[src/rtl/tcm_pkg.sv]
package tcm_pkg;

  localparam int WORD_W  = 32;
  localparam int NBYTES  = WORD_W / 8;
  localparam int VLD_BIT = WORD_W - 1;
  localparam int NRINGS  = 4;

  // ring codes double as the index of the ring in the context word array
  typedef enum logic [1:0] {
    RING_USER = 2'd0,
    RING_OS   = 2'd1,
    RING_POOL = 2'd2,
    RING_PHYS = 2'd3
  } ring_e;

  typedef struct packed {
    logic  unsupp;
    logic  hit;
    ring_e ring;
  } match_t;

  // undo big-endian byte order: lane 0 holds the most significant byte
  function automatic logic [WORD_W-1:0] be_to_host(input logic [WORD_W-1:0] w);
    logic [WORD_W-1:0] r;
    for (int b = 0; b < NBYTES; b++) begin
      r[(NBYTES-1-b)*8 +: 8] = w[b*8 +: 8];
    end
    return r;
  endfunction

endpackage

[src/rtl/tcm_ctx_unpack.sv]
module tcm_ctx_unpack
  import tcm_pkg::*;
#(
  parameter int CAM_W = 23,
  parameter int LS_W  = 8
) (
  input  logic [WORD_W-1:0] word_be_i,
  output logic              valid_o,
  output logic [CAM_W-1:0]  cam_o,
  output logic [LS_W-1:0]   ls_o
);

  logic [WORD_W-1:0] host_w;

  assign host_w  = be_to_host(word_be_i);
  assign valid_o = host_w[VLD_BIT];
  assign cam_o   = host_w[CAM_W-1:0];
  assign ls_o    = host_w[LS_W-1:0];

  logic unused_mid_bits;
  assign unused_mid_bits = ^host_w[VLD_BIT-1:CAM_W];

endmodule

[src/rtl/tcm_hwcam.sv]
module tcm_hwcam #(
  parameter int BLK_W = 4,
  parameter int IDX_W = 19,
  parameter int TID_W = 8
) (
  input  logic [BLK_W-1:0]       chip_blk_i,
  input  logic [TID_W-1:0]       thread_id_i,
  input  logic                   tid8_mode_i,
  output logic [BLK_W+IDX_W-1:0] hw_cam_o
);

  logic [IDX_W-1:0] hw_idx;

  // marker bit sits directly above the thread id field
  always_comb begin
    hw_idx = '0;
    if (tid8_mode_i) begin
      hw_idx[TID_W-1:0] = thread_id_i;
      hw_idx[TID_W]     = 1'b1;
    end else begin
      hw_idx[TID_W-2:0] = thread_id_i[TID_W-2:0];
      hw_idx[TID_W-1]   = 1'b1;
    end
  end

  assign hw_cam_o = {chip_blk_i, hw_idx};

endmodule

[src/rtl/tcm_arbiter.sv]
module tcm_arbiter
  import tcm_pkg::*;
#(
  parameter int CAM_W = 23,
  parameter int LS_W  = 8
) (
  input  logic              clk,
  input  logic              rst_n,
  input  logic              fmt_i,
  input  logic              ignore_i,
  input  logic [CAM_W-1:0]  tgt_cam_i,
  input  logic [CAM_W-1:0]  hw_cam_i,
  input  logic [NRINGS-1:0] vld_i,
  input  logic [CAM_W-1:0]  pool_cam_i,
  input  logic [CAM_W-1:0]  os_cam_i,
  input  logic [LS_W-1:0]   user_ls_i,
  input  logic [LS_W-1:0]   req_ls_i,
  output match_t            res_o
);

  logic phys_ok, pool_ok, os_ok, user_ok;

  assign phys_ok = vld_i[RING_PHYS] && (hw_cam_i   == tgt_cam_i);
  assign pool_ok = vld_i[RING_POOL] && (pool_cam_i == tgt_cam_i);
  assign os_ok   = vld_i[RING_OS]   && (os_cam_i   == tgt_cam_i);
  assign user_ok = vld_i[RING_USER] && (user_ls_i  == req_ls_i);

  always_comb begin
    res_o = '0;
    if (!fmt_i) begin
      if (ignore_i) begin
        res_o.unsupp = 1'b1;
      end else if (phys_ok) begin
        res_o.hit  = 1'b1;
        res_o.ring = RING_PHYS;
      end else if (pool_ok) begin
        res_o.hit  = 1'b1;
        res_o.ring = RING_POOL;
      end else if (os_ok) begin
        res_o.hit  = 1'b1;
        res_o.ring = RING_OS;
      end
    end else if (os_ok && user_ok) begin
      res_o.hit  = 1'b1;
      res_o.ring = RING_USER;
    end
  end

  a_r4_unsupported: assert property (@(posedge clk) disable iff (!rst_n)
    (!fmt_i && ignore_i) |-> (res_o.unsupp && !res_o.hit));

  a_r5_phys_first: assert property (@(posedge clk) disable iff (!rst_n)
    (!fmt_i && !ignore_i && phys_ok) |-> (res_o.hit && res_o.ring == RING_PHYS));

  a_r6_ring_valid: assert property (@(posedge clk) disable iff (!rst_n)
    res_o.hit |-> vld_i[res_o.ring]);

  a_r7_user_path: assert property (@(posedge clk) disable iff (!rst_n)
    (fmt_i && res_o.hit) |-> (res_o.ring == RING_USER && os_ok && user_ok));

  a_r8_idle_zero: assert property (@(posedge clk) disable iff (!rst_n)
    !res_o.hit |-> (res_o.ring == RING_USER && (res_o.unsupp == (!fmt_i && ignore_i))));

endmodule

[src/rtl/ctx_cam_match.sv]
module ctx_cam_match
  import tcm_pkg::*;
#(
  parameter int BLK_W   = 4,
  parameter int IDX_W   = 19,
  parameter int TID_W   = 8,
  parameter int LS_W    = 8,
  parameter bit REG_OUT = 1'b1
) (
  input  logic              clk,
  input  logic              rst_n,
  input  logic              fmt_i,
  input  logic              ignore_i,
  input  logic [BLK_W-1:0]  tgt_blk_i,
  input  logic [IDX_W-1:0]  tgt_idx_i,
  input  logic [LS_W-1:0]   lsrv_i,
  input  logic [31:0]       phys_word_i,
  input  logic [31:0]       pool_word_i,
  input  logic [31:0]       os_word_i,
  input  logic [31:0]       user_word_i,
  input  logic [BLK_W-1:0]  chip_blk_i,
  input  logic [TID_W-1:0]  thread_id_i,
  input  logic              tid8_mode_i,
  output logic              hit_o,
  output logic [1:0]        ring_o,
  output logic              unsupp_o
);

  localparam int CAM_W = BLK_W + IDX_W;

  logic [NRINGS-1:0][WORD_W-1:0] words_be;
  logic [NRINGS-1:0]             vld;
  logic [NRINGS-1:0][CAM_W-1:0]  cam_a;
  logic [NRINGS-1:0][LS_W-1:0]   ls_a;
  logic [CAM_W-1:0]              tgt_cam;
  logic [CAM_W-1:0]              hw_cam;
  match_t                        res_c;
  match_t                        res_out;

  assign words_be = {phys_word_i, pool_word_i, os_word_i, user_word_i};
  assign tgt_cam  = {tgt_blk_i, tgt_idx_i};

  for (genvar g = 0; g < NRINGS; g++) begin : g_ring
    tcm_ctx_unpack #(.CAM_W(CAM_W), .LS_W(LS_W)) u_unpack (
      .word_be_i (words_be[g]),
      .valid_o   (vld[g]),
      .cam_o     (cam_a[g]),
      .ls_o      (ls_a[g])
    );
  end

  logic unused_fields;
  assign unused_fields = ^{cam_a[RING_PHYS], cam_a[RING_USER],
                           ls_a[RING_PHYS], ls_a[RING_POOL], ls_a[RING_OS]};

  tcm_hwcam #(.BLK_W(BLK_W), .IDX_W(IDX_W), .TID_W(TID_W)) u_hwcam (
    .chip_blk_i  (chip_blk_i),
    .thread_id_i (thread_id_i),
    .tid8_mode_i (tid8_mode_i),
    .hw_cam_o    (hw_cam)
  );

  tcm_arbiter #(.CAM_W(CAM_W), .LS_W(LS_W)) u_arb (
    .clk        (clk),
    .rst_n      (rst_n),
    .fmt_i      (fmt_i),
    .ignore_i   (ignore_i),
    .tgt_cam_i  (tgt_cam),
    .hw_cam_i   (hw_cam),
    .vld_i      (vld),
    .pool_cam_i (cam_a[RING_POOL]),
    .os_cam_i   (cam_a[RING_OS]),
    .user_ls_i  (ls_a[RING_USER]),
    .req_ls_i   (lsrv_i),
    .res_o      (res_c)
  );

  if (REG_OUT) begin : g_reg
    match_t res_q;
    logic   live_q;

    always_ff @(posedge clk or negedge rst_n) begin
      if (!rst_n) begin
        res_q  <= '0;
        live_q <= 1'b0;
      end else begin
        res_q  <= res_c;
        live_q <= 1'b1;
      end
    end

    assign res_out = res_q;

    a_r9_one_cycle: assert property (@(posedge clk) disable iff (!rst_n)
      live_q |-> ({hit_o, ring_o, unsupp_o} ==
                  $past({res_c.hit, res_c.ring, res_c.unsupp})));
  end else begin : g_comb
    assign res_out = res_c;
  end

  assign hit_o    = res_out.hit;
  assign ring_o   = res_out.ring;
  assign unsupp_o = res_out.unsupp;

endmodule

[config.mk]
export PLATFORM = sky130hd
export DESIGN_NAME = ctx_cam_match
export DESIGN_NICKNAME = d
export VERILOG_FILES = /design/src/rtl/tcm_pkg.sv /design/src/rtl/tcm_ctx_unpack.sv /design/src/rtl/tcm_hwcam.sv /design/src/rtl/tcm_arbiter.sv /design/src/rtl/ctx_cam_match.sv
export SDC_FILE = /design/constraint.sdc
export NUM_CORES = 1
export LEC_CHECK = 0
export BUFFER_PORTS_ARGS = -buffer_cell sky130_fd_sc_hd__buf_2
export CORE_AREA = 3 3 78 80
export DETAILED_ROUTE_END_ITERATION = 8
export DIE_AREA = 0 0 81 83
export PLACE_DENSITY = 0.81
export SKIP_LAST_GASP = 1
export SYNTH_ARGS = -nofsm -noshare
export SYNTH_HDL_FRONTEND = slang
export SYNTH_HIERARCHICAL = 1
export SYNTH_SLANG_ARGS = --single-unit
[constraint.sdc]
create_clock -name clk -period 0.8 [get_ports clk]
set_input_delay 0.08 -clock clk [delete_from_list [all_inputs] [get_ports clk]]
set_output_delay 0.08 -clock clk [all_outputs]
set_load 0.03 [all_outputs]
## Word level (Yosys, flattened, before mapping)

Index checks and enable logic that the tools add are counted.

| word-level totals | value |
|---|---|
| bits in registers | 4 |
| output and inout bits | 4 |
| logic and storage cells | 22 |

| operators by class | value |
|---|---|
| eq/ne operators | 4 |
| muxes and demuxes | 10 |
| reductions and logical operators | 5 |

Operators by type and width:

| kind | number |
|---|---|
| 23-bit equality test | 3 |
| 3-bit 2-to-1 mux | 6 |
| 8-bit equality test | 1 |
| 8-bit 2-to-1 mux | 1 |
| 1-bit logical AND | 5 |
| 1-bit 2-to-1 mux | 3 |

## Longest topological paths before layout

Gate-level depths: netlist of run 1.

| logic depth | value |
|---|---|
| depth in word-level cells | 7 |
| depth in mapped cells | 7 |
| depth with buffers taken out | 6 |

## Modules after synthesis

The synthesis of run 1 kept the hierarchy.

By module, submodules not included:

| module | instances | cells each | area an instance (um2) | sequential area each (um2) |
|---|---|---|---|---|
| tcm_ctx_unpack | 4 | 32 | 240.2 | 0.0 |
| tcm_arbiter | 1 | 114 | 924.6 | 0.0 |
| tcm_hwcam | 1 | 24 | 175.2 | 0.0 |
| ctx_cam_match | 1 | 4 | 100.1 | 100.1 |

## Worst setup path before layout of run 1

No wires, ideal clock.

| timing path | value |
|---|---|
| path type | input to register |
| from | input port pool_word_i[10] |
| to | register g_reg.res_q (netlist bit hit_o) |
| data arrival time | 1258 ps |
| data required time | 727 ps |
| path slack | -531 ps |
| stages | 7 |
| path buffers | 1 |
| path through | buf_4 -> xor2_1 -> nor4_1 -> nand4_1 -> or3_1 -> and2_4 -> a21oi_2 |

RTL lines:

| element | RTL line | RTL |
|---|---|---|
| from (decl) | ctx_cam_match.sv:18 | `input logic [31:0] pool_word_i,` |
| to (signal assigned) | ctx_cam_match.sv:87 | `res_q <= res_c;` |
| to (decl) | ctx_cam_match.sv:79 | `match_t res_q;` |

==> results.md, run 1 <==
- The flow ran to the end, but the final reports show violations.
- The checks that failed: setup timing.
- The post-route clock period utilization is 1.73.
- For this run, the total global-route usage over all layers was measured as 0.119.
- In this run the clock root is driven by a sky130_fd_sc_hd__clkbuf_8.
- The count of pins on the block boundary is 180.
- The worst setup slack after layout is -582 ps.
- Counting the buffers created by CTS gives 3.
- The global route total overflow is 0.
- The worst stage delay on the critical path is ~360 ps.
- The kind of critical path is in -> reg.
- CTS built an H-tree with a depth of 1.
- The worst setup path is captured at a flip-flop.
- The post-layout utilization of the core is 0.358.
- The half-perimeter wire length after placement is 3810 um.
- In the detailed route, the total length drawn on met3 is a little under 400 um.
- The number of antenna-violating nets in the routed design is 0.
- After clock tree synthesis, the clock-pin slew on the worst setup and hold paths is ~30 ps.
- For this configuration, the core starts out at a cell density of 0.299.
- The reported max-cap violation count is 0.
- Dividing total power by cell area gives a power density of 758 nW/um^2.
- The beginning of the worst hold path is ignore_i.
- Entering global routing, the biggest net connects 7 pins.
- Counting I/O delays and the setup requirement, the final critical path takes roughly 1400 ps.
- The final number of setup-violating endpoints is 4.
- Summing every instance area after synthesis gives 1640 um^2.
- Data arrives at the worst endpoint at between 1500 and 2000 ps.
- Leaving out fill and tap cells, the most frequent cells in the layout are 101 x sky130_fd_sc_hd__buf_2, 52 x sky130_fd_sc_hd__xor2_1, 25 x sky130_fd_sc_hd__xnor2_1, 16 x sky130_fd_sc_hd__buf_4, 10 x sky130_fd_sc_hd__conb_1.
- For this run, the number of Yosys warnings is 6.
- The depth of the worst hold-timing path is 2.
- The critical path data required time is around 950 ps.
- Across the VDD grid, the largest voltage drop is about 0.00041 V.
- The path category of the worst min-delay check is in -> reg.
- The slowest cell on the critical path is sky130_fd_sc_hd__or3_4.
- The critical path goes through buf_2 -> xor2_1 -> nor4_1 -> nand4_1 -> or3_4 -> and2_4 -> a21oi_2.
- The net count of the finished layout is 436.
- The post-layout instance count excluding filler cells is 330.
- After detailed routing, the number of vias per cell comes to a little under 4.
- The final max-slew violation count is 0.
- The number of optimization iterations in the first detailed-route pass is 4.
- At the end of routability-driven placement, the weighted congestion stood at 0.814.
- The floorplan step set the die width to approximately 81 um.
- The most frequent standard cell in the layout excluding fill and tap cells is sky130_fd_sc_hd__buf_2.
- Once layout is done, the placed cells without fillers occupy 1960 um^2.
- The instance area at placement is roughly 1800 um^2.
- Once placement completed, the tool counted placed cells totaling around 330.
- The upper clock frequency limit is between 700 and 800 MHz.
- For this block, the initial DRC count from the detailed router was 10.
- Before CTS, the worst setup slack after placement is -860 ps.
- The height of the chip is about 83 um.
- The clock net in this run drives a total of 4 sinks.
- No sink is reached through more buffers than the 2 on the longest clock path.
- The area growth from synthesis to final layout is 20.0%.
- The global-route wire length before repair is about 6000 um.
- The path with the worst hold slack has its endpoint at ring_o[1]$_DFF_PN0_.
- The post-detailed-routing wire length is slightly above 4000 um.
- The number of global-route vias before repair is around 1,400.
- The number of setup buffers added after CTS is 0.
- The routed length per instance is about 12 um.
- The layout cell share with drive strength beyond 1 is 0.539.
- Dividing the synthesized area by the synthesized cell count gives about 8 um^2.
- The leakage dissipation is 0.000949 uW.
- The instance count of the mapped netlist is 200.
- The core region area is roughly 5500 um^2.
- During placement, the flow inserted port buffers numbering 109.
- The area of the die is roughly 6700 um^2.
- The floorplan has 27 rows.
- The initial antenna violation count came to 0.
- Of all nets on the critical path, the largest fanout is 3.
- The final count of hold timing violations is 0.
- The detailed router put a total of ~1500 um of wire on met1.
- The repair_antennas step left the layout with diodes totalling 0.
- The DRC violation count after routing is 0.
- The CTS tree is done.
- Wire segments on met2 add up to approximately 2100 um in the final route.
- The highest metal layer with signal wires is met4.
- STA classifies the critical path startpoint as an input port.
- The via count is about 1,300.
- Setup repair after global routing could not meet its margin everywhere.
==> sequential cells by signal, summed over array words and instances (netlist names) <==
register  cells
hit_o         1
unsupp_o      1
ring_o        2
==> routing by layer <==
| layer | vias up | GRT usage |
|---|---|---|
| met5 | - | 0 |
| met4 | 0 | 0.0230 |
| met3 | 2 | 0.0239 |
| met2 | 64 | 0.220 |
| met1 | 558 | 0.137 |
| li1 | 681 | - |
==> area by class of cell <==
type / count / area, um^2
clock buffers: 3 / 41.3
fillers: 597 / 3510
flip-flops and latches: 4 / 100
inverters: 2 / 7.51
well taps: 72 / 90.1
repair buffers: 126 / 726
multi-input cells: 123 / 997
==> metrics by stage <==
step	total power, uW	hold WS, ps	setup TNS (ps)
after floorplan	855	-216	-1550
after global placement	1020	-113	-2450
after detailed placement	1030	-110	-2540
after CTS	1500	72.8	-1840
after global routing	1620	83.7	-2090
final	1490	73.6	-1700
==> power by group <==
part | switching, uW | internal (uW)
sequential | 1.11 | 206
combinational | 386 | 472
clock | 100 | 320
total | 487 | 999
==> what timing repair did <==
| action | in CTS | in global routing |
|---|---|---|
| setup endpoints to repair | 7 | 7 |
| pin swaps | 1 | 0 |
| hold endpoints to repair | 4 | 0 |
| gates resized for setup | 14 | 5 |
| hold buffers | 1 | 0 |
==> critical path: cells and delay by family <==
| family | cells | cell delay [ps] |
|---|---|---|
| simple gates | 4 | 1050 |
| xor+xnor | 1 | 160 |
| buf+inv | 1 | 120 |
| compound gates | 1 | 110 |
==> worst max-delay path by stage <==
stage | slack [ps] | cells past startpoint | startpoint | end
5_1_grt | -680 | 8 | tgt_idx_i[7] | ring_o[0]$_DFF_PN0_
6_report | -580 | 7 | tgt_blk_i[0] | hit_o$_DFF_PN0_
3_5_place_dp | -860 | 8 | tgt_idx_i[5] | ring_o[0]$_DFF_PN0_
4_1_cts | -620 | 8 | pool_word_i[16] | hit_o$_DFF_PN0_
3_3_place_gp | -840 | 8 | tgt_idx_i[5] | ring_o[0]$_DFF_PN0_
2_1_floorplan | -530 | 7 | pool_word_i[10] | hit_o$_DFF_PN0_
Power figures use the tool's default switching activity.
==> run 2: changes to the inputs <==
--- a/config.mk
+++ b/config.mk
@@ -8,6 +8,6 @@
 export BUFFER_PORTS_ARGS = -buffer_cell sky130_fd_sc_hd__buf_2
-export CORE_AREA = 3 3 78 80
+export CORE_AREA = 3 3 65 97
 export DETAILED_ROUTE_END_ITERATION = 8
-export DIE_AREA = 0 0 81 83
-export PLACE_DENSITY = 0.81
+export DIE_AREA = 0 0 68 100
+export PLACE_DENSITY = 0.8
 export SKIP_LAST_GASP = 1
==> constraint.sdc (replaced) <==
create_clock -name clk -period 1.3 [get_ports clk]
set_input_delay 0.325 -clock clk [delete_from_list [all_inputs] [get_ports clk]]
set_output_delay 0.325 -clock clk [all_outputs]
set_load 0.03 [all_outputs]
==> results.md, run 2 (synthesis results as in run 1) <==
- The flip-flop count of the largest register, all copies and words added is 2 (unchanged).
- The detailed-route vias per instance is 4.05 (+2.4%).
- The count of pins on the block boundary is 180 (unchanged).
- The global-route wire length before repair is 6460 um (+5.4%).
- The critical path data required time is 1440 ps (+490 ps).
- The worst setup slack after layout is -327 ps (+255 ps).
- The kind of end point of the critical path is a flip-flop.
- The total power divided by cell area is 469 nW/um^2 (-38%).
- The global route total overflow is 0 (unchanged).
- Setup repair after global routing could not meet its margin everywhere.
- The time the final worst path needs with I/O delays and setup is approximately 1600 ps.
- The worst stage delay on the critical path is 360 ps (about the same).
- The area of the multi-input gates is 1000 um^2 (+0.38%).
- The fill cell instance count of the final layout was 595 (-0.34%).
- Tracing the worst setup path back leads to its startpoint at thread_id_i[3].
- The post-route clock period utilization is 1.25.
- The number of rows created at floorplan is 33 (+22%).
- The post-detailed-routing wire length is 4320 um (+6.0%).
- On the critical path the largest part of the delay comes from simple AND/OR/NAND/NOR gates.
- STA classifies the critical path startpoint as an input port.
- The signal on the critical path passes through buf_6 -> xor2_1 -> nor4_1 -> buf_4 -> nand4_1 -> or3_4 -> and2_4 -> a21oi_2.
- The kind of critical path is in -> reg.
- The half-perimeter wire length after placement is 3980 um (+4.5%).
- The chip width was 68 um (-16%).
- The library cell used most frequently in the layout, excluding fill and tap cells, is sky130_fd_sc_hd__buf_2.
- The peak supply drop is 0.000206 V (-50%).
- The H-tree depth reported by CTS is 1 (unchanged).
- The weighted congestion at the end of routability-driven global placement is 0.738 (-9.3%).
- The final number of setup-violating endpoints is 3 (-1).
- The deepest clock path buffer count is 2 (unchanged).
- In the layout the commonest cells are 101 x sky130_fd_sc_hd__buf_2, 52 x sky130_fd_sc_hd__xor2_1, 25 x sky130_fd_sc_hd__xnor2_1, 19 x sky130_fd_sc_hd__buf_4, 10 x sky130_fd_sc_hd__conb_1.
- The final max-slew violation count is 0 (unchanged).
- The DRC violation count after routing is 0 (unchanged).
- The clock transition time at the flip-flop clock pins of the worst setup and hold paths was 30 ps (about the same).
- The via count is 1,341 (+2.8%).
- The flow ran to the end, but the final reports show violations.
- The pin count of the biggest net entering global routing came to 7 (unchanged).
- The final count of hold timing violations is 0 (unchanged).
- The height of the chip was 100 um (+20%).
- The number of buffers and inverters on the critical path is 2 (+1).
- The number of global-route vias before repair is 1,427 (+5.1%).
- Clock tree synthesis selected as its root buffer the cell sky130_fd_sc_hd__clkbuf_8.
- In this run the most critical hold path is launched from ignore_i.
- The highest net fanout along the worst path is 2 (-1).
- The layout cell share with drive strength beyond 1 is 0.548 (+0.00913).
- The leakage dissipation came to 0.000972 uW (+2.4%).
- The placement-stage worst setup slack is -594 ps (+266 ps).
- TritonCTS built the clock tree.
- The number of antenna cells inserted is 0 (unchanged).
- The number of optimization iterations in the first detailed-route pass is 4 (unchanged).
- The area growth from synthesis to final layout is 21.4%.
- The number of antenna-violating nets in the routed design is 0 (unchanged).
- The worst endpoint data arrival time is 1770 ps (+240 ps).
- The number of CTS-inserted buffers is 3 (unchanged).
- The number of nets in the layout came to 439 (+0.69%).
- For this run, the top clock speed supported by timing is 615 MHz.
- The final reports fail on setup timing.
- The routed length per instance was 13.0 um (+5.7%).
- The post-layout instance count excluding filler cells is 331 (+0.30%).
- The footprint of the flip-flops and latches is 100 um^2 (unchanged).
- The reported max-cap violation count is 0 (unchanged).
- The total placed cells including tap cells is 327 (+0.31%).
- The area of the die is 6800 um^2 (+1.1%).
- The initial antenna violation count is 0 (unchanged).
- The count of clock tree sinks is 4 (unchanged).
- The core region area came to 5530 um^2 (+1.1%).
- The initial core utilization came to 0.296 (-0.00324).
- The worst hold-check slack is 339 ps (+266 ps).
- The slowest stage of the critical path belongs to the cell sky130_fd_sc_hd__or3_4.
- The total global routing track utilization came to 0.126 (+0.00730).
- The starting DRC count in detailed routing is 14 (+4).
- The path category of the worst min-delay check is in -> reg.
- The number of I/O port buffers is 109 (unchanged).
[run 2: report_power, final]
part	leakage, uW	internal (uW)	switching, uW
Clock	0.0000216	197	64.1
Combinational	0.000896	303	240
Sequential	0.0000548	127	0.273
Total	0.000972	627	304
[run 2: worst paths after layout]
path | to | depth (start not counted)
min in group asynchronous | unsupp_o$_DFF_PN0_ | 2
hold / removal | ring_o[1]$_DFF_PN0_ | 2
max in group asynchronous | hit_o$_DFF_PN0_ | 2
setup / recovery | hit_o$_DFF_PN0_ | 8
[run 2: stage by stage]
stage | utilization | area [um^2] | total power, uW | setup TNS, ps
global route | 0.359 | 1990 | 1010 | -1170
CTS | 0.351 | 1940 | 937 | -934
detailed placement | 0.333 | 1840 | 645 | -1730
global placement | 0.333 | 1840 | 637 | -1610
floorplan | - | 1670 | 526 | -783
finish | 0.359 | 1990 | 932 | -889
[run 2: routing by layer]
| layer | GRT usage | wire length (um) |
|---|---|---|
| met5 | 0 | 0 |
| met2 | 0.233 | 2370 |
| met3 | 0.0269 | 418 |
| met4 | 0.0536 | 135 |
| met1 | 0.131 | 1400 |
[run 2: cell type report]
type | instances | share of cell area
Multi-Input combinational cell | 123 | 0.504
Timing Repair Buffer | 129 | 0.377
Sequential cell | 4 | 0.0504
Tap cell | 70 | 0.0441
Clock buffer | 3 | 0.0208
Inverter | 2 | 0.00378
[run 2: what timing repair did]
item                       CTS  global route
hold endpoints to repair     4             0
gates resized for setup     11             8
pin swaps                    7             7
setup endpoints to repair    3             3
hold buffers                 1             0
setup buffers                0             0
